File: config.mk
export PLATFORM = sky130hd
export DESIGN_NAME = hz_unit
export DESIGN_NICKNAME = d
export VERILOG_FILES = /design/src/rtl/hz_pkg.sv /design/src/rtl/hz_producer_match.sv /design/src/rtl/hz_policy.sv /design/src/rtl/hz_src_select.sv /design/src/rtl/hz_unit.sv
export SDC_FILE = /design/constraint.sdc
export NUM_CORES = 1
export LEC_CHECK = 0
export ABC_AREA = 1
export BUFFER_PORTS_ARGS = -buffer_cell sky130_fd_sc_hd__buf_2
export CAP_MARGIN = 0
export CORE_MARGIN = 5
export CORE_UTILIZATION = 45
export DETAILED_ROUTE_END_ITERATION = 8
export PLACE_DENSITY = 0.83
export SYNTH_ARGS = -nofsm -noshare
export SYNTH_HDL_FRONTEND = slang
export SYNTH_SLANG_ARGS = --single-unit
File: constraint.sdc
create_clock -name vclk -period 1
set_input_delay 0.05 -clock vclk [all_inputs]
set_output_delay 0.05 -clock vclk [all_outputs]
set_load 0.02 [all_outputs]
File: src/rtl/hz_pkg.sv
package hz_pkg;

  typedef enum logic [1:0] {
    HZ_OFF   = 2'b00,
    HZ_STALL = 2'b01,
    HZ_FWD   = 2'b10,
    HZ_RSVD  = 2'b11
  } hz_mode_e;

  typedef enum logic [1:0] {
    SRC_RF  = 2'b00,
    SRC_EX  = 2'b01,
    SRC_MEM = 2'b10
  } src_sel_e;

  localparam int unsigned NPROD  = 2;
  localparam int unsigned P_EX   = 0;
  localparam int unsigned P_MEM  = 1;
  localparam int unsigned NOPND  = 2;
  localparam int unsigned O_RS   = 0;
  localparam int unsigned O_RT   = 1;

  // only the two defined policies do anything; the spare code is treated as off
  function automatic logic is_stall_only(input logic [1:0] m);
    return m == HZ_STALL;
  endfunction

  function automatic logic is_bypass(input logic [1:0] m);
    return m == HZ_FWD;
  endfunction

  // second-field comparison applies only to register-register or store producers
  function automatic logic rt_checked(input logic rtype, input logic store);
    return rtype | store;
  endfunction

  // younger stage wins
  function automatic logic [1:0] pick_src(input logic ex_ok, input logic mem_ok);
    if (ex_ok)       return SRC_EX;
    else if (mem_ok) return SRC_MEM;
    else             return SRC_RF;
  endfunction

endpackage

File: src/rtl/hz_producer_match.sv
module hz_producer_match #(
  parameter int unsigned AW = 5
) (
  input  logic          wen,
  input  logic [AW-1:0] dst,
  input  logic          rtype,
  input  logic          store,
  input  logic [AW-1:0] src_rs,
  input  logic [AW-1:0] src_rt,
  output logic          conflict,
  output logic          to_rs,
  output logic          to_rt
);
  import hz_pkg::*;

  logic live;
  logic eq_rs;
  logic eq_rt;
  logic hit_rs;
  logic hit_rt;

  always_comb begin
    live     = wen && (dst != '0);
    eq_rs    = (dst == src_rs);
    eq_rt    = (dst == src_rt);
    hit_rs   = live && eq_rs;
    hit_rt   = live && eq_rt && rt_checked(rtype, store);
    conflict = hit_rs || hit_rt;
    // once a conflict exists the value goes to every field it names
    to_rs    = conflict && eq_rs;
    to_rt    = conflict && eq_rt;
  end

endmodule

File: src/rtl/hz_policy.sv
module hz_policy (
  input  logic [1:0] mode,
  input  logic       ex_conflict,
  input  logic       ex_load,
  input  logic       mem_conflict,
  output logic       stall,
  output logic       bypass_en
);
  import hz_pkg::*;

  logic any_conflict;
  logic load_use;

  always_comb begin
    any_conflict = ex_conflict || mem_conflict;
    load_use     = ex_conflict && ex_load;
    stall        = 1'b0;
    bypass_en    = 1'b0;
    if (is_stall_only(mode)) begin
      stall = any_conflict;
    end else if (is_bypass(mode)) begin
      stall     = load_use;
      bypass_en = !load_use;
    end
  end

endmodule

File: src/rtl/hz_src_select.sv
module hz_src_select (
  input  logic       bypass_en,
  input  logic       ex_ok,
  input  logic       mem_ok,
  output logic [1:0] sel
);
  import hz_pkg::*;

  always_comb begin
    sel = SRC_RF;
    if (bypass_en) sel = pick_src(ex_ok, mem_ok);
  end

endmodule

File: src/rtl/hz_unit.sv
module hz_unit #(
  parameter int unsigned AW = 5
) (
  input  logic [1:0]    mode,
  input  logic [AW-1:0] dec_rs,
  input  logic [AW-1:0] dec_rt,
  input  logic          ex_wen,
  input  logic [AW-1:0] ex_dst,
  input  logic          ex_load,
  input  logic          ex_rtype,
  input  logic          ex_store,
  input  logic          mem_wen,
  input  logic [AW-1:0] mem_dst,
  input  logic          mem_rtype,
  input  logic          mem_store,
  output logic          stall,
  output logic          hold_fetch,
  output logic          hold_decode,
  output logic          bubble_ex,
  output logic [1:0]    fwd_rs,
  output logic [1:0]    fwd_rt
);
  import hz_pkg::*;

  logic [NPROD-1:0]         p_wen;
  logic [NPROD-1:0][AW-1:0] p_dst;
  logic [NPROD-1:0]         p_rtype;
  logic [NPROD-1:0]         p_store;
  logic [NPROD-1:0]         p_conflict;
  logic [NPROD-1:0]         p_to_rs;
  logic [NPROD-1:0]         p_to_rt;

  assign p_wen[P_EX]    = ex_wen;
  assign p_dst[P_EX]    = ex_dst;
  assign p_rtype[P_EX]  = ex_rtype;
  assign p_store[P_EX]  = ex_store;
  assign p_wen[P_MEM]   = mem_wen;
  assign p_dst[P_MEM]   = mem_dst;
  assign p_rtype[P_MEM] = mem_rtype;
  assign p_store[P_MEM] = mem_store;

  generate
    for (genvar g = 0; g < NPROD; g++) begin : g_prod
      hz_producer_match #(.AW(AW)) u_match (
        .wen      (p_wen[g]),
        .dst      (p_dst[g]),
        .rtype    (p_rtype[g]),
        .store    (p_store[g]),
        .src_rs   (dec_rs),
        .src_rt   (dec_rt),
        .conflict (p_conflict[g]),
        .to_rs    (p_to_rs[g]),
        .to_rt    (p_to_rt[g])
      );
    end
  endgenerate

  logic stall_int;
  logic bypass_en;

  hz_policy u_policy (
    .mode         (mode),
    .ex_conflict  (p_conflict[P_EX]),
    .ex_load      (ex_load),
    .mem_conflict (p_conflict[P_MEM]),
    .stall        (stall_int),
    .bypass_en    (bypass_en)
  );

  logic [NOPND-1:0]      o_ex_ok;
  logic [NOPND-1:0]      o_mem_ok;
  logic [NOPND-1:0][1:0] o_sel;

  assign o_ex_ok[O_RS]  = p_to_rs[P_EX];
  assign o_mem_ok[O_RS] = p_to_rs[P_MEM];
  assign o_ex_ok[O_RT]  = p_to_rt[P_EX];
  assign o_mem_ok[O_RT] = p_to_rt[P_MEM];

  generate
    for (genvar k = 0; k < NOPND; k++) begin : g_opnd
      hz_src_select u_sel (
        .bypass_en (bypass_en),
        .ex_ok     (o_ex_ok[k]),
        .mem_ok    (o_mem_ok[k]),
        .sel       (o_sel[k])
      );
    end
  endgenerate

  assign stall       = stall_int;
  assign hold_fetch  = stall_int;
  assign hold_decode = stall_int;
  assign bubble_ex   = stall_int;
  assign fwd_rs      = o_sel[O_RS];
  assign fwd_rt      = o_sel[O_RT];

endmodule

Word-level counts from Yosys, hierarchy flattened
Cells that the tools add are included.
{"block": "totals", "ff_bits": 0, "inputBits": 29, "out_inout_bits": 8}
{"block": "classes", "eq_ne": 6, "mux": 10, "bitwise": 2, "n_reduce_logical": 19}
{"cell": "$eq 5x5->1", "n": 4}
{"cell": "$logic_and 1x1->1", "n": 13}
{"cell": "$mux 2", "n": 6}
{"cell": "$reduce_bool 5->1", "n": 2}
{"cell": "$mux 1", "n": 4}
{"cell": "$logic_or 1x1->1", "n": 3}
{"cell": "$eq 2x1->1 const B", "n": 1}
{"cell": "$eq 2x2->1 const B", "n": 1}
{"cell": "$or 1x1->1", "n": 2}
{"cell": "$logic_not 1->1", "n": 1}

Logic depth before layout (Yosys ltp)
{"block": "logic_depth", "depth_word": 10, "mapped_depth": 11, "depth_no_buf": 11}

Modules after synthesis
A second synthesis with hierarchy kept.
{"block": "hier_totals", "cells_unflattened": 109, "area_unflattened_um2": 595.6}
{"module": "hz_producer_match", "n_inst": 2, "cells_per_inst": 42, "area_per_inst_um2": 240.2, "seq_area_each_um2": 0.0}
{"module": "hz_policy", "n_inst": 1, "cells_per_inst": 14, "area_per_inst_um2": 57.6, "seq_area_each_um2": 0.0}
{"module": "hz_src_select", "n_inst": 2, "cells_per_inst": 4, "area_per_inst_um2": 17.5, "seq_area_each_um2": 0.0}
{"module": "hz_unit", "n_inst": 1, "cells_per_inst": 3, "area_per_inst_um2": 22.5, "seq_area_each_um2": 0.0}

Least setup slack after synthesis
Ideal clock, no wire load.
{"block": "synth_path", "path_type": "input to output", "start": "input ex_dst[4]", "end": "output hold_decode", "arrival_time_ns": 1.054, "t_required_ns": 0.950, "path_slack_ns": -0.104, "cell_stages": 8, "path_cell_list": "xnor2_1 > nand3_1 > nor2_2 > nand2_2 > nand2_2 > nand3_1 > nand2_1 > buf_4"}
{"block": "synth_via", "elab_chain_cells": 8}
{"item": "start: declaration", "line": "hz_unit.sv:8", "rtl": "input logic [AW-1:0] ex_dst,"}
{"item": "$reduce_bool 5->1", "line": "hz_producer_match.sv:23", "rtl": "live = wen && (dst != '0);"}
{"item": "$logic_and 1x1->1", "line": "hz_producer_match.sv:23"}
{"item": "$logic_and 1x1->1 (2 in a row)", "line": "hz_producer_match.sv:27", "rtl": "hit_rt = live && eq_rt && rt_checked(rtype, store);"}
{"item": "$logic_or 1x1->1 (*)", "line": "hz_producer_match.sv:28", "rtl": "conflict = hit_rs || hit_rt;"}
{"item": "$logic_and 1x1->1", "line": "hz_policy.sv:16", "rtl": "load_use = ex_conflict && ex_load;"}
{"item": "$mux 1", "line": "hz_policy.sv:21", "rtl": "end else if (is_bypass(mode)) begin"}
{"item": "$mux 1 (*)", "line": "hz_policy.sv:19", "rtl": "if (is_stall_only(mode)) begin"}
{"item": "end: declaration", "line": "hz_unit.sv:18", "rtl": "output logic hold_decode,"}
Every way passes the cells marked *; elsewhere a longest branch is shown, timed or not.

Final worst setup path
{"block": "layout_path", "start": "input mem_dst[1]", "end": "output fwd_rt[1]"}
{"block": "layout_via", "elab_chain_cells": 9}
{"item": "start: declaration", "line": "hz_unit.sv:13", "rtl": "input logic [AW-1:0] mem_dst,"}
{"item": "$reduce_bool 5->1", "line": "hz_producer_match.sv:23"}
{"item": "$logic_and 1x1->1", "line": "hz_producer_match.sv:23"}
{"item": "$logic_and 1x1->1 (2 in a row)", "line": "hz_producer_match.sv:27"}
{"item": "$logic_or 1x1->1", "line": "hz_producer_match.sv:28"}
{"item": "$logic_and 1x1->1 (*)", "line": "hz_producer_match.sv:31", "rtl": "to_rt = conflict && eq_rt;"}
{"item": "$mux 2 (*)", "line": "hz_pkg.sv:40", "rtl": "else if (mem_ok) return SRC_MEM;"}
{"item": "$mux 2 (*)", "line": "hz_pkg.sv:39", "rtl": "if (ex_ok) return SRC_EX;"}
{"item": "$mux 2 (*)", "line": "hz_src_select.sv:11", "rtl": "if (bypass_en) sel = pick_src(ex_ok, mem_ok);"}
{"item": "end: declaration", "line": "hz_unit.sv:21", "rtl": "output logic [1:0] fwd_rt"}
Marks and branches as above.

==> run_results.csv <==
group,metric,value,unit
grt,grt_max_degree,6,
placement,place_area,879.6,um^2
yosys,synth_largest_area_cell,"nand2_1",
cells_and_area,finish.utilization,85.37,%
placement,dp_hpwl,1682,um
grt,grt_usage,18.80,%
routing,wl_per_cell,12.02,um
power_and_ir_drop,leakage,0.6549,nW
floorplanning,dieArea,2299,um^2
worst_hold_path,hp-class,"in2out",
cells_and_area,diodes,0,
critical_path,worstPathRequired,0.95,ns
flow_run,maxCapViolCount,0,
cells_and_area,fill_cells,90,
routing,detail-route-antenna-nets,0,
sta,holdWs,0.4965,ns
critical_path,worstSetupPathType,"in2out",
grt,grt_pass1_vias,826,
placement,place_congestion,0.9139,
power_and_ir_drop,p_per_area,382.2,nW/um^2
yosys,syn_area,648.1,um^2
run_status,outcome,"complete, but fails checks",
routing,vias_per_cell,4.906,
cells_and_area,register_area,0,um^2
yosys,synth_top_area_share,38.80,%
floorplanning,io_pins,37,
yosys,yosys.cell_types.count,17,
floorplanning,rows,13,
sta,finalSetupViolCount,8,
sta,fin_crit_sh,119.8,%
cells_and_area,layout-drive-gt1-share,47.87,%
routing,vias,996,
yosys,synth_cells,148,
yosys,syn-num-nets,177,
power_and_ir_drop,total_power,0.4352,mW
power_and_ir_drop,irDropWorstVdd,0.2806,mV
grt,grt_overflow,0,
cells_and_area,multiInputGateArea,636.9,um^2
sta,tightest_slew,0.3540,ns
cells_and_area,clock_buffers,0,
grt,antenna_found_initial,0,
cells_and_area,design_area,1139,um^2
cells_and_area,seq_cells,0,
floorplanning,core-area,1334,um^2
cells_and_area,layout_common_cells,"nand2_1 (55), buf_6 (19), nor2_1 (16)",
routing,dr.pass1.iters,4,
floorplanning,die_w,47.95,um
critical_path,start_kind,"primary input",
floorplanning,initial_core_util,48.59,%
yosys,syn_avg_cell_area,4.379,um^2
sta,period_minus_slack,1.198,ns
grt,grt_pass1_wl,3194,um
sta,max_clock_freq,0.8351,GHz
cells_and_area,area_growth,75.68,%
yosys,yosysSeqAreaShare,0,%
yosys,synth_area_leaders,"nand2_1 (39%), nor2_1 (14%), inv_1 (13%)",
run_status,violations,"setup timing",
sta,rsz0062_at_grt,"yes",
sta,slew_headroom,76.31,%
sta,setup_tns,-1.078,ns
critical_path,endpoint_kind,"primary output",
cells_and_area,final_common_cell,"nand2_1",
cells_and_area,stdcell_count,203,
placement,port_buffers,37,
sta,setup_ws,-0.1975,ns
cells_and_area,final_nets,219,
yosys,yosysWarnings,0,
sta,hold_viol,0,
critical_path,crit_start,"mem_dst[1]",
routing,wl,2440,um
critical_path,crit_fanout,5,
floorplanning,die_h,47.95,um
routing,drc,0,
sta,drv_slew,0,
placement,dp_cells,202,
critical_path,critical_path_arrival,1.15,ns
critical_path,critPathCapture,"fwd_rt[1]",
routing,drtIter0Drc,16,
placement,dpl_worst_slack,-0.1858,ns
[what timing repair did]
| action | CTS | global route |
|---|---|---|
| hold buffers | 0 | 0 |
| cloned | 0 | 0 |
| setup endpoints to repair | 8 | 8 |
| setup buffers | 1 | 0 |
| pin swaps | 31 | 11 |
| gates resized for setup | 67 | 19 |
[how the worst min path moves through the flow]
stage / startpoint / endpoint / slack, ns / depth (start not counted)
CTS: ex_load / fwd_rs[0] / 0.49 / 5
finish: mode[1] / stall / 0.50 / 5
floorplan: ex_load / bubble_ex / 0.25 / 2
global route: mode[1] / stall / 0.51 / 5
global placement: ex_load / hold_fetch / 0.50 / 4
detailed placement: ex_load / hold_decode / 0.50 / 4
[cells by family (layout without fill, tap and decap cells)]
logic type / Yosys count / count (layout) / share of synthesized area, %
XOR/XNOR: 7 / 7 / 9.460
AO/OA/AOI/OAI: 2 / 2 / 1.930
AND/OR/NAND/NOR: 110 / 110 / 70.08
buffers and inverters: 29 / 69 / 18.53
[routing by layer]
metal,up-vias,track usage (%),part of all wire [%]
met4,0,0,0.94
met1,441,23.31,35
met2,34,37.20,56
met5,-,0,0
li1,517,-,-
met3,4,0.7519,8.2
[critical path: stages]
cell	delay (ns)
buf_4	0.13
inv_2	0.06
nand2_1	0.05
nand2_1	0.05
nand2_1	0.05
nor2_1	0.10
nand3_1	0.11
a21oi_2	0.19
nand2_1	0.12
nor2_4	0.12
buf_6	0.12
[power breakdown]
| group | internal [mW] | switching, mW |
|---|---|---|
| sequential | 0 | 0 |
| clock | 0 | 0 |
| combinational | 0.204 | 0.231 |
| total | 0.204 | 0.231 |
[cells in the mapped netlist]
master / n
nand3_2: 1
nand4_1: 2
a21oi_1: 1
buf_4: 3
inv_1: 23
o211ai_1: 1
nand3_1: 9
xnor2_1: 6
nand2_1: 67
nor2_1: 24
nand3b_1: 1
xor2_1: 1
nor2b_1: 2
nor2_2: 2
clkinv_1: 1
inv_2: 2
nand2_2: 2
[layout make-up]
cell class | count | share of cell area [%]
timing repair buffer | 43 | 33.08
multi-input combinational | 119 | 55.93
inverter | 26 | 9.341
tap | 15 | 1.648
No activity file was read; power rests on OpenSTA's default activity.
